File: src/rtl/sar_pkg.sv
package sar_pkg;
  typedef enum logic [1:0] {
    ST_TRACK = 2'd0,
    ST_CONV  = 2'd1,
    ST_FIN   = 2'd2
  } sarState_t;

  typedef struct packed {
    logic init;
    logic step;
    logic latch;
  } sarStrobe_t;
endpackage

File: src/rtl/sar_sync.sv
module sar_sync #(
  parameter int BITS   = 2,
  parameter int STAGES = 2
) (
  input  logic            clk,
  input  logic            rstN,
  input  logic [BITS-1:0] d,
  output logic [BITS-1:0] q
);
  localparam int LAST = STAGES - 1;

  for (genvar b = 0; b < BITS; b++) begin : g_bit
    logic [STAGES-1:0] chain;
    always_ff @(posedge clk or negedge rstN) begin
      if (!rstN) chain <= '0;
      else       chain <= {chain[STAGES-2:0], d[b]};
    end
    assign q[b] = chain[LAST];
  end
endmodule

File: src/rtl/sar_ctrl.sv
module sar_ctrl
  import sar_pkg::*;
#(
  parameter int WIDTH = 10
) (
  input  logic       clk,
  input  logic       rstN,
  input  logic       wrAct,
  input  logic       rdAct,
  output sarStrobe_t strobe,
  output logic       sampleHold,
  output logic       eocN
);
  localparam int CW = (WIDTH > 2) ? $clog2(WIDTH) : 1;
  localparam logic [CW-1:0] LAST_CNT = CW'(WIDTH - 1);

  sarState_t   state;
  logic [CW-1:0] cnt;
  logic        wrPrev, rdPrev;
  logic        startP, readP;

  // write completes when the qualified write deasserts; read begins when it asserts
  assign startP = wrPrev & ~wrAct;
  assign readP  = ~rdPrev & rdAct;

  always_comb begin
    strobe       = '0;
    strobe.init  = (state == ST_TRACK) && startP;
    strobe.step  = (state == ST_CONV);
    strobe.latch = (state == ST_FIN);
  end

  always_ff @(posedge clk or negedge rstN) begin
    if (!rstN) begin
      state      <= ST_TRACK;
      cnt        <= '0;
      wrPrev     <= 1'b0;
      rdPrev     <= 1'b0;
      sampleHold <= 1'b0;
      eocN       <= 1'b1;
    end else begin
      wrPrev <= wrAct;
      rdPrev <= rdAct;
      if (readP) eocN <= 1'b1;
      unique case (state)
        ST_TRACK: if (startP) begin
          state      <= ST_CONV;
          cnt        <= LAST_CNT;
          sampleHold <= 1'b1;
          eocN       <= 1'b1;
        end
        ST_CONV: begin
          if (cnt == '0) state <= ST_FIN;
          else           cnt   <= cnt - 1'b1;
        end
        ST_FIN: begin
          state      <= ST_TRACK;
          sampleHold <= 1'b0;
          eocN       <= 1'b0;
        end
        default: state <= ST_TRACK;
      endcase
    end
  end

  // track resumes on the same edge the flag falls
  a_r3_track_at_eoc: assert property (@(posedge clk) disable iff (!rstN)
    $fell(eocN) |-> !sampleHold);
  // an active search counts down undisturbed by new writes
  a_r9_no_restart: assert property (@(posedge clk) disable iff (!rstN)
    (state == ST_CONV && cnt != '0) |=> (state == ST_CONV && cnt == CW'($past(cnt) - 1'b1)));
  // a qualified read edge raises the flag unless the latch fires then
  a_r7_read_clears: assert property (@(posedge clk) disable iff (!rstN)
    (readP && state != ST_FIN) |=> eocN);
endmodule

File: src/rtl/sar_datapath.sv
module sar_datapath
  import sar_pkg::*;
#(
  parameter int WIDTH = 10
) (
  input  logic             clk,
  input  logic             rstN,
  input  sarStrobe_t       strobe,
  input  logic             cmpHigh,
  output logic [WIDTH-1:0] trialCode,
  output logic [WIDTH-1:0] result
);
  localparam logic [WIDTH-1:0] MSB_ONLY = {1'b1, {(WIDTH-1){1'b0}}};

  logic [WIDTH-1:0] ptr;

  always_ff @(posedge clk or negedge rstN) begin
    if (!rstN) begin
      trialCode <= '0;
      ptr       <= '0;
      result    <= '0;
    end else begin
      if (strobe.init) begin
        trialCode <= MSB_ONLY;
        ptr       <= MSB_ONLY;
      end else if (strobe.step) begin
        trialCode <= (trialCode & ~ptr) | (cmpHigh ? ptr : '0) | (ptr >> 1);
        ptr       <= ptr >> 1;
      end
      if (strobe.latch) result <= trialCode;
    end
  end

  // at most one bit under test at any time
  a_r4_ptr_onehot: assert property (@(posedge clk) disable iff (!rstN) $onehot0(ptr));
  // latch changes only on the completion strobe
  a_r6_latch_hold: assert property (@(posedge clk) disable iff (!rstN)
    !strobe.latch |=> $stable(result));
  // search opens with only the top bit set
  a_r11_first_trial: assert property (@(posedge clk) disable iff (!rstN)
    strobe.init |=> (trialCode == MSB_ONLY));
endmodule

File: src/rtl/sar_bus_ctrl.sv
module sar_bus_ctrl
  import sar_pkg::*;
#(
  parameter int WIDTH       = 10,
  parameter int SYNC_STAGES = 2
) (
  input  logic             clk,
  input  logic             rstN,
  input  logic             csN,
  input  logic             wrN,
  input  logic             rdN,
  input  logic             cmpHigh,
  output logic             sampleHold,
  output logic [WIDTH-1:0] trialCode,
  output logic             eocN,
  output logic [WIDTH-1:0] busData,
  output logic             busOe
);
  logic [1:0]  rawAct, syncAct;
  sarStrobe_t  strobe;

  assign rawAct = {~csN & ~rdN, ~csN & ~wrN};
  assign busOe  = ~csN & ~rdN;

  sar_sync #(.BITS(2), .STAGES(SYNC_STAGES)) u_sync (
    .clk (clk), .rstN (rstN), .d (rawAct), .q (syncAct)
  );

  sar_ctrl #(.WIDTH(WIDTH)) u_ctrl (
    .clk (clk), .rstN (rstN),
    .wrAct (syncAct[0]), .rdAct (syncAct[1]),
    .strobe (strobe), .sampleHold (sampleHold), .eocN (eocN)
  );

  sar_datapath #(.WIDTH(WIDTH)) u_dp (
    .clk (clk), .rstN (rstN), .strobe (strobe), .cmpHigh (cmpHigh),
    .trialCode (trialCode), .result (busData)
  );

  // pads never driven without chip-select
  a_r8_no_drive_unselected: assert property (@(posedge clk) disable iff (!rstN)
    csN |-> !busOe);
endmodule

File: config.mk
export PLATFORM = sky130hd
export DESIGN_NAME = sar_bus_ctrl
export DESIGN_NICKNAME = d
export VERILOG_FILES = /design/src/rtl/sar_pkg.sv /design/src/rtl/sar_sync.sv /design/src/rtl/sar_ctrl.sv /design/src/rtl/sar_datapath.sv /design/src/rtl/sar_bus_ctrl.sv
export SDC_FILE = /design/constraint.sdc
export NUM_CORES = 1
export LEC_CHECK = 0
export BUFFER_PORTS_ARGS = -buffer_cell sky130_fd_sc_hd__buf_4
export CAP_MARGIN = 30
export CORE_MARGIN = 10
export CORE_UTILIZATION = 55
export DETAILED_ROUTE_END_ITERATION = 8
export HOLD_SLACK_MARGIN = 0.12
export PLACE_DENSITY = 0.77
export REMOVE_ABC_BUFFERS = 1
export SKIP_LAST_GASP = 1
export SYNTH_ARGS = -nofsm -noshare
export SYNTH_HDL_FRONTEND = slang
export SYNTH_HIERARCHICAL = 1
export SYNTH_SLANG_ARGS = --single-unit
File: constraint.sdc
create_clock -name clk -period 2.1 [get_ports clk]
set_clock_uncertainty 0.1 [all_clocks]
set_input_delay 0.105 -clock clk [delete_from_list [all_inputs] [get_ports clk]]
set_output_delay 0.105 -clock clk [all_outputs]
set_load 0.03 [all_outputs]
**After elaboration in Yosys (flattened, before gate mapping)**

Index checks and enable logic that the tools add are counted.
Widths: inputs -> output; s select.

- Bits in registers: 44
- Logic and storage cells: 55

- Add/sub/neg operators: 1
- Eq/ne operators: 5
- Muxes and demuxes: 16
- Bitwise operators: 13
- Reductions and logical operators: 9

Operators by type and width:

| cell | number |
|---|---|
| $mux 10 | 5 |
| $and 10x10->10 | 1 |
| $not 10->10 | 1 |
| $or 10x10->10 | 1 |
| $or 10x9->10 | 1 |
| $mux 4 | 2 |
| $pmux 4 s2 | 1 |
| $reduce_bool 2->1 | 3 |
| $not 1->1 | 5 |
| $and 1x1->1 | 4 |
| $logic_not 4->1 | 1 |
| $mux 2 | 2 |
| $ne 2x1->1 const B | 2 |
| $pmux 1 s2 | 2 |
| $pmux 2 s2 | 1 |
| $reduce_and 2->1 | 2 |
| $sub 4x1->4 const B | 1 |
| $mux 1 | 3 |
| $reduce_and 3->1 | 1 |
| $eq 2x1->1 const B | 1 |
| $eq 2x2->1 const B | 1 |
| $logic_not 2->1 | 1 |
| $ne 2x2->1 const B | 1 |
| $logic_and 1x1->1 | 1 |

**Longest topological paths before layout**

Gate-level depths: netlist of the first run.

- Depth in word-level cells: 6
- Mapped depth: 6

**Cells and area by module**

Netlist of the first run, hierarchy kept.

Modules (own cells, without submodules):

| module | times used | cells an instance | area each (um2) | sequential area each (um2) |
|---|---|---|---|---|
| sar_datapath | 1 | 105 | 1358.8 | 750.7 |
| sar_ctrl | 1 | 45 | 473.0 | 251.5 |
| sar_sync | 1 | 6 | 115.1 | 100.1 |
| sar_bus_ctrl | 1 | 2 | 7.5 | 0.0 |

**Least setup slack after synthesis of the first run**

No wires, ideal clock.

- Kind: flip-flop to flip-flop
- From: register u_sync.g_bit[0].chain[1]
- To: register u_dp.ptr[0]
- Setup time: 0.132 ns
- Arrival: 1.342 ns
- Setup slack: 0.526 ns
- Stages on the path, launching flop included: 5
- Path buffers: 2
- Clock period less this slack: 1.574 ns
- Path through: dfrtp_1 buf_4 nor4b_1 clkbuf_1 nor2_1

RTL lines:

| item | RTL line | source |
|---|---|---|
| from (decl) | sar_sync.sv:13 | `logic [STAGES-1:0] chain;` |
| from (signal assigned) | sar_sync.sv:16 | `else chain <= {chain[STAGES-2:0], d[b]};` |
| to (signal assigned) | sar_datapath.sv:28 | `ptr <= ptr >> 1;` |
| to (decl) | sar_datapath.sv:15 | `logic [WIDTH-1:0] ptr;` |

**Worst setup path in the final report of the first run**

- From: register u_ctrl.cnt[0]
- To: register u_ctrl.cnt[1]

- Cells in the longest elaborated chain, start to end: 3

RTL lines:

| item | RTL line | source |
|---|---|---|
| from (decl) | sar_ctrl.sv:18 | `logic [CW-1:0] cnt;` |
| from (signal assigned) | sar_ctrl.sv:54 | `else cnt <= cnt - 1'b1;` |
| $sub 4x1->4 / $logic_not 4->1 (equally long branches) | sar_ctrl.sv:54, sar_ctrl.sv:53 |  |
| $mux 4 / $ne 2x2->1 (equally long branches) | n/a |  |
| $pmux 4 s2 / $reduce_and 3->1 (equally long branches) | n/a |  |

Several ways; a longest one is shown, not always the timed one. The select of a mux whose other input is x is not followed.
A chain may end at the register's enable or synchronous reset.

==> impl_metrics.json, run 1 <==
{
  "status": "completed",
  "synth.area.top_cells": "dfrtp_1, mux2_2, and4bb_1, nor4_2, mux2i_1",
  "core-area_um2": 3390,
  "synth_cells": 158,
  "max_stage_delay_ns": 0.52,
  "areaGrowthSynthToFinish_pct": 18.5,
  "dp_hpwl_mm": 2.54,
  "antenna_found_initial": 0,
  "synth-async-reset-ratio": 1.00,
  "wire_per_inst_um": 15.6,
  "antenna_cells": 0,
  "hold_viol_final": 0,
  "wirelength_mm": 3.74,
  "swShare": 0.406,
  "cellLeakagePower_uw": 0.00116,
  "dr_total_vias": 1350,
  "ys_ff_latch": 44,
  "relSlewSlack": 0.602,
  "multiInputGateArea_um2": 757,
  "cts_tree": "yes",
  "die_w_um": 79.6,
  "hold_class": "input pin to async pin",
  "synth_cell_types": 41,
  "cts_buffers": 5,
  "fin_util": 0.683,
  "die_area_um2": 6340,
  "clockRootBuffer": "clkbuf_4",
  "clock_sinks": 44,
  "ys.flop_type": "dfrtp_1",
  "cts_resized": 0,
  "grt_usage": 0.127,
  "combPwrFrac": 0.438,
  "cp-end-kind": "flip-flop",
  "start_util": 0.577,
  "arrival_ns": 1.99,
  "timing.rr.end": "u_ctrl/cnt[1]$_DFFE_PN0P_",
  "cp_slowest_cell": "nor3b_1",
  "p_switching_uw": 1390,
  "synth-seq-area-share": 0.564,
  "internal_power_uw": 2030,
  "reg2reg_from": "u_ctrl/cnt[0]$_DFFE_PN0P_",
  "place_inst": 226,
  "rows": 21,
  "fp.dieH_um": 79.6,
  "portBuffers": 28,
  "fin_crit_ns": 1.82,
  "layout-drive-gt1-share": 0.325,
  "stdcell_count": 240,
  "r2r_slack_ns": 0.28,
  "grt_pass1_wl_mm": 6.51,
  "synth_top_area_cell": "dfrtp_1",
  "synth_area_um2": 1950,
  "clockBufferDepth": 2,
  "firstDrtPassIters": 4,
  "path_cells": "inv_1 > ha_1 > nor3b_1 > o221ai_1 > o31ai_1",
  "fillers": 268,
  "synth_top_area_frac": 0.551,
  "crit_path_start_kind": "flip-flop",
  "yosys_warnings": 6,
  "rsz0062_at_grt": "no",
  "p_clk_frac": 0.152,
  "worstMarginPinSlew_ns": 0.596,
  "layout.area.seq_um2": 1100,
  "fmax_mhz": 549,
  "required_ns": 2.27,
  "grt_pass1_vias": 1379,
  "drcViolationCount": 0,
  "grt_overflow": 0,
  "h-tree-depth": 2,
  "ff2ff_path_depth": 5,
  "synth_area_per_cell_um2": 12.4,
  "peakVddDrop_mv": 0.964,
  "grt_max_degree": 45,
  "first_iter_violations": 92,
  "max_cap_viol_count": 0,
  "antenna_left": 0,
  "setup_viol": 0,
  "seqPwrFrac": 0.410,
  "slew_viol_final": 0,
  "vias_per_cell": 5.63,
  "clk_latency_ns": 0.36,
  "synth_commonest_cells": "dfrtp_1, nor2_1, mux2_2, inv_1, nor3_1",
  "ios": 29,
  "synth_edf_count": 0,
  "crit_type": "flip-flop to flip-flop",
  "synth.most_common_cell": "dfrtp_1",
  "clk_pin_slew_worst_paths_ns": 0.13,
  "final_nets": 201,
  "place.gp.congestion": 0.723,
  "finalCritPeriodShare": 0.868,
  "path_max_fanout": 6,
  "power_density_nw_per_um2": 1480
}
==> worst max path at each step <==
stage | slack (ns) | to | startpoint | depth (start not counted)
floorplan | -1.09 | u_dp/trialCode[0]$_DFFE_PN0P_ | u_ctrl/state[0]$_DFFE_PN0P_ | 2
global placement | 0.47 | u_ctrl/cnt[1]$_DFFE_PN0P_ | u_ctrl/cnt[0]$_DFFE_PN0P_ | 5
detailed placement | 0.37 | u_ctrl/cnt[1]$_DFFE_PN0P_ | u_ctrl/cnt[0]$_DFFE_PN0P_ | 5
CTS | 0.35 | u_ctrl/cnt[1]$_DFFE_PN0P_ | u_ctrl/cnt[0]$_DFFE_PN0P_ | 5
global route | 0.07 | u_ctrl/cnt[1]$_DFFE_PN0P_ | u_ctrl/cnt[0]$_DFFE_PN0P_ | 5
finish | 0.28 | u_ctrl/cnt[1]$_DFFE_PN0P_ | u_ctrl/cnt[0]$_DFFE_PN0P_ | 5
==> what timing repair did <==
| item | 4_1_cts | 5_1_grt |
|---|---|---|
| hold endpoints to repair | 47 | 0 |
| hold buffers | 6 | 0 |
| setup buffers | 0 | 0 |
==> metrics by stage <==
step	power (uW)	cell area, um2	hold slack (ns)	setup slack, ns	TNS [ns]
after global routing	3680	2320	0.204	0.0650	0
after detailed placement	2930	2180	0.0283	0.373	0
after global placement	2840	2180	0.0214	0.472	0
final	3430	2320	0.158	0.277	0
after floorplan	2420	1890	-0.291	-1.09	-21.63
after CTS	3470	2320	0.160	0.348	0
==> sequential cells by signal, indices dropped and copies added (netlist names) <==
register            cells
u_dp/ptr               10
u_dp/result            10
u_dp/trialCode         10
u_ctrl/cnt              4
u_sync/g_bit.chain      4
u_ctrl/state            2
u_ctrl/eocN             1
u_ctrl/rdPrev           1
u_ctrl/sampleHold       1
u_ctrl/wrPrev           1
==> worst max-delay path, delay by kind of cell (launching register included) <==
family | cells | cell delay [ns]
adders and majority gates | 1 | 0.19
AOI/OAI and AO/OA | 2 | 0.34
DFF | 1 | 0.45
buffers and inverters | 1 | 0.12
and+or+nand+nor | 1 | 0.52
==> cell families after synthesis <==
kind of cell             after synthesis  share of synthesized area
AND/OR/NAND/NOR                       60                      0.214
flip-flops                            44                      0.564
multiplexers                          18                     0.0986
AO/OA/AOI/OAI                         17                     0.0583
buffers and inverters                 17                     0.0518
adder cells (fa/ha/maj)                2                     0.0128
==> cell type report <==
cell class	count	share of cell area
Tap cell	46	0.0249
Clock inverter	3	0.0184
Timing Repair Buffer	36	0.123
Sequential cell	44	0.476
Multi-Input combinational cell	97	0.327
Inverter	9	0.0146
Clock buffer	5	0.0162
==> per-layer routing <==
metal  GRT usage  part of all wire  routed length (um)
met2       0.214              0.52                1940
met3      0.0529             0.054                 200
met4      0.0358             0.012                  44
met5           0                 0                   0
met1       0.143              0.42                1550
==> power groups by stage <==
stage	clock (uW)	combinational [uW]	sequential (uW)
after floorplan	0	763	1660
after global placement	0	1450	1390
after detailed placement	0	1510	1420
after CTS	545	1520	1400
after global routing	573	1650	1450
final	523	1500	1400
==> cell usage in the layout (no fill, tap or decap), drive strengths merged, types with 2 or more instances in the layout <==
cell and count:
o21ai 2, dlygate4sd3 6, nor4 8, nor3 9, a21oi 6, buf 30
mux2 10, ha 2, nand2 3, inv 9, clkbuf 5, dfrtp 43
and4bb 8, nand2b 3, mux2i 8, nor2 19
No activity file was read; power rests on OpenSTA's default activity.
==> run 2, diff against run 1 <==
PLACE_DENSITY = 0.78   (was 0.77)
SYNTH_HIERARCHICAL = not set   (was 1)
==> run 2 against run 1 <==
Fmax rose by 15%. Global-route usage rose by 0.36 points. Combinational power rose by 4%. Setup slack improved by 0.23 ns. Synthesized area fell by 6.5%. Count of clock-buffer cells in the layout rose by 2. First-iteration DRC count fell by 21%. Die area fell by 4.9%. Wire length rose by 0.56%. Synthesized cell count rose by 1.9%. Core utilization rose by 3.3 points. Register-to-register slack improved by 0.23 ns. Critical path type unchanged. Critical endpoint is now u_dp.trialCode[9]$_DFFE_PN0P_.
==> impl_metrics.json, run 2 <==
{
  "h-tree-depth": 2,
  "core-area_um2": 3130,
  "internal_power_uw": 2150,
  "cts_resized": 0,
  "cts_buffers": 5,
  "largestRegisters": "u_dp.ptr (10), u_dp.result (10), u_dp.trialCode (10)",
  "synth_edf_count": 0,
  "cp_slowest_cell": "nor2b_1",
  "grt_pass1_wl_mm": 6.43,
  "tns_ns": 0,
  "path_cells": "nor2b_1 > a21boi_0 > a311o_1",
  "final_nets": 207,
  "peakVddDrop_mv": 0.913,
  "slew_viol_final": 0,
  "yosys_warnings": 0,
  "layout-drive-gt1-share": 0.260,
  "layout_common_cells": "dfrtp_1, buf_4, nand2_1",
  "relSlewSlack": 0.591,
  "power_density_nw_per_um2": 1610,
  "synth.area.top_cells": "dfrtp_1, mux2_2, a21oi_1, nand2_1, nand2b_1",
  "firstDrtPassIters": 4,
  "required_ns": 2.25,
  "grt_usage": 0.131,
  "max_cap_viol_count": 0,
  "status": "completed",
  "drcViolationCount": 0,
  "clockRootBuffer": "clkbuf_4",
  "combPwrFrac": 0.433,
  "fin_crit_ns": 1.59,
  "synth_top_area_frac": 0.589,
  "synth_top_area_cell": "dfrtp_1",
  "synth-seq-area-share": 0.603,
  "cts_tree": "yes",
  "p_clk_frac": 0.161,
  "grt_pass1_vias": 1365,
  "arrival_ns": 1.74,
  "clk_latency_ns": 0.35,
  "wirelength_mm": 3.76,
  "path_max_fanout": 9,
  "antenna_left": 0,
  "max_stage_delay_ns": 0.50,
  "die_w_um": 77.6,
  "synth-async-reset-ratio": 1.00,
  "final_common_cell": "dfrtp_1",
  "dp_hpwl_mm": 2.62,
  "synth_commonest_cells": "dfrtp_1, nand2_1, a21oi_1, nand2b_1",
  "die_area_um2": 6030,
  "rsz0062_at_grt": "no",
  "finalCritPeriodShare": 0.758,
  "worstMarginPinSlew_ns": 0.614,
  "wire_per_inst_um": 15.4,
  "grt_overflow": 0,
  "first_iter_violations": 73,
  "cellLeakagePower_uw": 0.00115,
  "cp-end-kind": "flip-flop",
  "synth_area_um2": 1830,
  "crit_type": "flip-flop to flip-flop",
  "synth.most_common_cell": "dfrtp_1",
  "critical_path_buf_inv_count": 0,
  "synth_cells": 161,
  "synth_cell_types": 32,
  "p_switching_uw": 1450,
  "areaGrowthSynthToFinish_pct": 22.6,
  "antenna_cells": 0,
  "hold_class": "input pin to async pin",
  "hold_viol_final": 0,
  "swShare": 0.402,
  "rows": 20,
  "ys_ff_latch": 44,
  "portBuffers": 28,
  "ios": 29,
  "crit_family": "simple AND/OR/NAND/NOR gates",
  "ys.flop_type": "dfrtp_1",
  "start_util": 0.584,
  "synth_area_per_cell_um2": 11.3,
  "crit_path_start_kind": "flip-flop",
  "antenna_found_initial": 0,
  "fp.dieH_um": 77.6,
  "fmax_mhz": 628,
  "place.gp.congestion": 0.780,
  "fin_util": 0.716,
  "clk_pin_slew_worst_paths_ns": 0.13,
  "clock_sinks": 44,
  "dr_total_vias": 1342,
  "vias_per_cell": 5.50,
  "clockBufferDepth": 2,
  "grt_max_degree": 45,
  "seqPwrFrac": 0.406,
  "setup_viol": 0
}
run 2: cell type report:
type                       instances  area, um2
sequential                        44       1100
fill                             212        888
clock inverter                     1       30.0
clock buffer                       7       65.1
inverter                           3       11.3
multi-input combinational        107        676
tap                               44       55.1
timing repair buffer              38        300
run 2: power groups by stage:
stage / registers (uW) / logic [uW] / clock network [uW]
2_1_floorplan: 1750 / 696 / 0
3_3_place_gp: 1440 / 1500 / 0
3_5_place_dp: 1470 / 1570 / 0
4_1_cts: 1460 / 1580 / 588
5_1_grt: 1520 / 1710 / 629
6_report: 1460 / 1560 / 580
run 2: per-stage QoR:
step / instance area [um2] / hold WS (ns) / worst slack, ns / power [uW] / std cells
6_report: 2240 / 0.167 / 0.508 / 3600 / 244
5_1_grt: 2240 / 0.196 / 0.347 / 3860 / 244
4_1_cts: 2240 / 0.167 / 0.491 / 3630 / 244
3_5_place_dp: 2080 / 0.0261 / 0.514 / 3040 / 230
3_3_place_gp: 2080 / 0.0158 / 0.554 / 2940 / 230
2_1_floorplan: 1790 / -0.291 / 0.438 / 2440 / 154
run 2: repair_timing:
action	4_1_cts	5_1_grt
endpoints found under the hold margin	54	0
setup buffers	0	0
hold buffers	6	0
run 2: per-layer routing:
layer  GRT usage  wire length, um
met5           0                0
met4      0.0438               57
met3      0.0438              238
met2       0.244             2030
met1       0.132             1430
run 2: final timing paths:
check	startpoint	end	slack (ns)	cells after the start
worst max-delay path	u_ctrl.state[0]$_DFFE_PN0P_	u_dp.trialCode[9]$_DFFE_PN0P_	0.51	3
worst min-delay path	rstN	u_dp.result[1]$_DFFE_PN0P_	0.17	2
worst max register to register	u_ctrl.state[0]$_DFFE_PN0P_	u_dp.trialCode[9]$_DFFE_PN0P_	0.51	3
worst min register to register	u_sync.g_bit[1].chain[0]$_DFF_PN0_	u_sync.g_bit[1].chain[1]$_DFF_PN0_	0.27	0
max in group asynchronous	rstN	u_ctrl.state[0]$_DFFE_PN0P_	1.35	2
min in group clk	u_sync.g_bit[1].chain[0]$_DFF_PN0_	u_sync.g_bit[1].chain[1]$_DFF_PN0_	0.27	0
run 2: kinds of logic (layout without fill, tap and decap cells):
group,Yosys count,count (layout),share of synthesized area
simple gates,57,57,0.160
flops,44,44,0.603
compound gates,36,36,0.124
buf+inv,10,49,0.0267
mux,12,12,0.0726
fa+ha+maj,2,2,0.0137
==> run 3, diff against run 2 <==
clock period = 1.6 ns   (was 2.1 ns; I/O delays follow)
==> run 3 against run 2 <==
Total power is 25% higher. Global-route usage decreased by 0.060 points. Critical path depth up 2. Hold slack got worse by 0.043 ns. Die area stayed put. Count of clock-buffer cells in the layout stayed put. Critical path type unchanged. Critical endpoint is now u_ctrl.state[0]$_DFFE_PN0P_.
==> impl_metrics.json, run 3 (synthesized netlist as in run 2, its figures left out) <==
{
  "status": "completed",
  "cts_buffers": 5,
  "first_iter_violations": 97,
  "arrival_ns": 1.68,
  "layout_common_cells": "dfrtp_1, buf_4, nand2_1",
  "final_nets": 211,
  "antenna_cells": 0,
  "largestRegisters": "u_dp.ptr (10), u_dp.result (10), u_dp.trialCode (10)",
  "power_uw": 4500,
  "final_common_cell": "dfrtp_1",
  "core-area_um2": 3130,
  "wirelength_mm": 3.63,
  "clockBufferDepth": 2,
  "dp_hpwl_mm": 2.63,
  "path_max_fanout": 4,
  "place.gp.congestion": 0.761,
  "crit_path_start_kind": "flip-flop",
  "firstDrtPassIters": 5,
  "power_density_nw_per_um2": 2020,
  "clk_latency_ns": 0.35,
  "grt_max_degree": 45,
  "grt_pass1_wl_mm": 6.35,
  "hold_class": "input pin to async pin",
  "rsz0062_at_grt": "no",
  "setup_viol": 0,
  "worstMarginPinSlew_ns": 0.528,
  "crit_type": "flip-flop to flip-flop",
  "clock_sinks": 44,
  "path_cells": "inv_1 > ha_1 > nand2b_1 > o21a_1 > or2_2",
  "rows": 20,
  "max_stage_delay_ns": 0.44,
  "drcViolationCount": 0,
  "h-tree-depth": 2,
  "antenna_left": 0,
  "fin_crit_ns": 1.54,
  "critical_path_buf_inv_count": 1,
  "portBuffers": 28,
  "wire_per_inst_um": 14.6,
  "hold_viol_final": 0,
  "vias_per_cell": 5.31,
  "cts_resized": 0,
  "cts_tree": "yes",
  "ios": 29,
  "post_dp_cell_area_um2": 2110,
  "required_ns": 1.74,
  "start_util": 0.584,
  "cellLeakagePower_uw": 0.00115,
  "slew_viol_final": 0,
  "grt_pass1_vias": 1330,
  "grt_overflow": 0,
  "die_w_um": 77.6,
  "grt_usage": 0.130,
  "fin_area_um2": 2220,
  "clk_pin_slew_worst_paths_ns": 0.12,
  "dr_total_vias": 1318,
  "fp.dieH_um": 77.6,
  "fmax_mhz": 649,
  "peakVddDrop_mv": 1.06,
  "die_area_um2": 6030,
  "crit_family": "flip-flops",
  "areaGrowthSynthToFinish_pct": 21.8,
  "cp-end-kind": "flip-flop",
  "cp_slowest_cell": "dfrtp_1",
  "clockRootBuffer": "clkbuf_4",
  "relSlewSlack": 0.648,
  "antenna_found_initial": 0,
  "max_cap_viol_count": 0,
  "finalCritPeriodShare": 0.962,
  "layout-drive-gt1-share": 0.265
}
## run 3: changes by cell type in the layout (fill, tap and decap cells not counted)
| cell | change |
|---|---|
| clkbuf_1 | +2 |
| clkinv_2 | +1 |
| bufinv_16 | -1 |
| clkbuf_8 | -2 |
| buf_4 | +4 |
## run 3: final timing paths
kind | from | slack [ns] | to | cells past startpoint
worst max-delay path | u_ctrl.cnt[1]$_DFFE_PN0P_ | 0.06 | u_ctrl.state[0]$_DFFE_PN0P_ | 5
worst min-delay path | rstN | 0.12 | u_dp.result[1]$_DFFE_PN0P_ | 2
worst max register to register | u_ctrl.cnt[1]$_DFFE_PN0P_ | 0.06 | u_ctrl.state[0]$_DFFE_PN0P_ | 5
worst min register to register | u_sync.g_bit[0].chain[0]$_DFF_PN0_ | 0.26 | u_sync.g_bit[0].chain[1]$_DFF_PN0_ | 0
max in group asynchronous | rstN | 0.90 | u_ctrl.state[0]$_DFFE_PN0P_ | 2
min in group clk | u_sync.g_bit[0].chain[0]$_DFF_PN0_ | 0.26 | u_sync.g_bit[0].chain[1]$_DFF_PN0_ | 0
## run 3: area by class of cell
class	instances	area [um2]
clock buffer	7	45.0
clock inverter	1	5.00
fill	232	903
inverter	3	11.3
multi-input combinational	107	676
sequential	44	1100
tap	44	55.1
timing repair buffer	42	330
## run 3: layer usage
metal	vias to the layer above	track usage	wire, um
met1	647	0.132	1490
li1	643	-	-
met5	-	0	0
met3	8	0.0611	195
met2	20	0.227	1890
met4	0	0.0474	58
## run 3: report_power, final
part / total (uW) / leakage [uW] / internal [uW] / switching (uW)
clock: 510 / 0.0000293 / 172 / 339
sequential: 1900 / 0.000562 / 1540 / 368
combinational: 2090 / 0.000558 / 915 / 1170
## run 3: metrics by stage
step                      hold WS, ns  utilization  worst slack [ns]  cells  TNS [ns]
after floorplan                -0.316            -           -0.0618    154   -0.0618
after global routing            0.133        0.711           0.00663    248         0
final                           0.124        0.711            0.0600    248         0
after detailed placement      0.00340        0.676            0.0956    234         0
after global placement       -0.00880        0.676             0.155    234         0
after CTS                       0.138        0.711            0.0617    248         0
## run 3: timing repair
action                                 in CTS  in global routing
endpoints found under the hold margin      56                  0
setup endpoints to repair                   0                  0
hold buffers                                6                  0
setup buffers                               0                  0
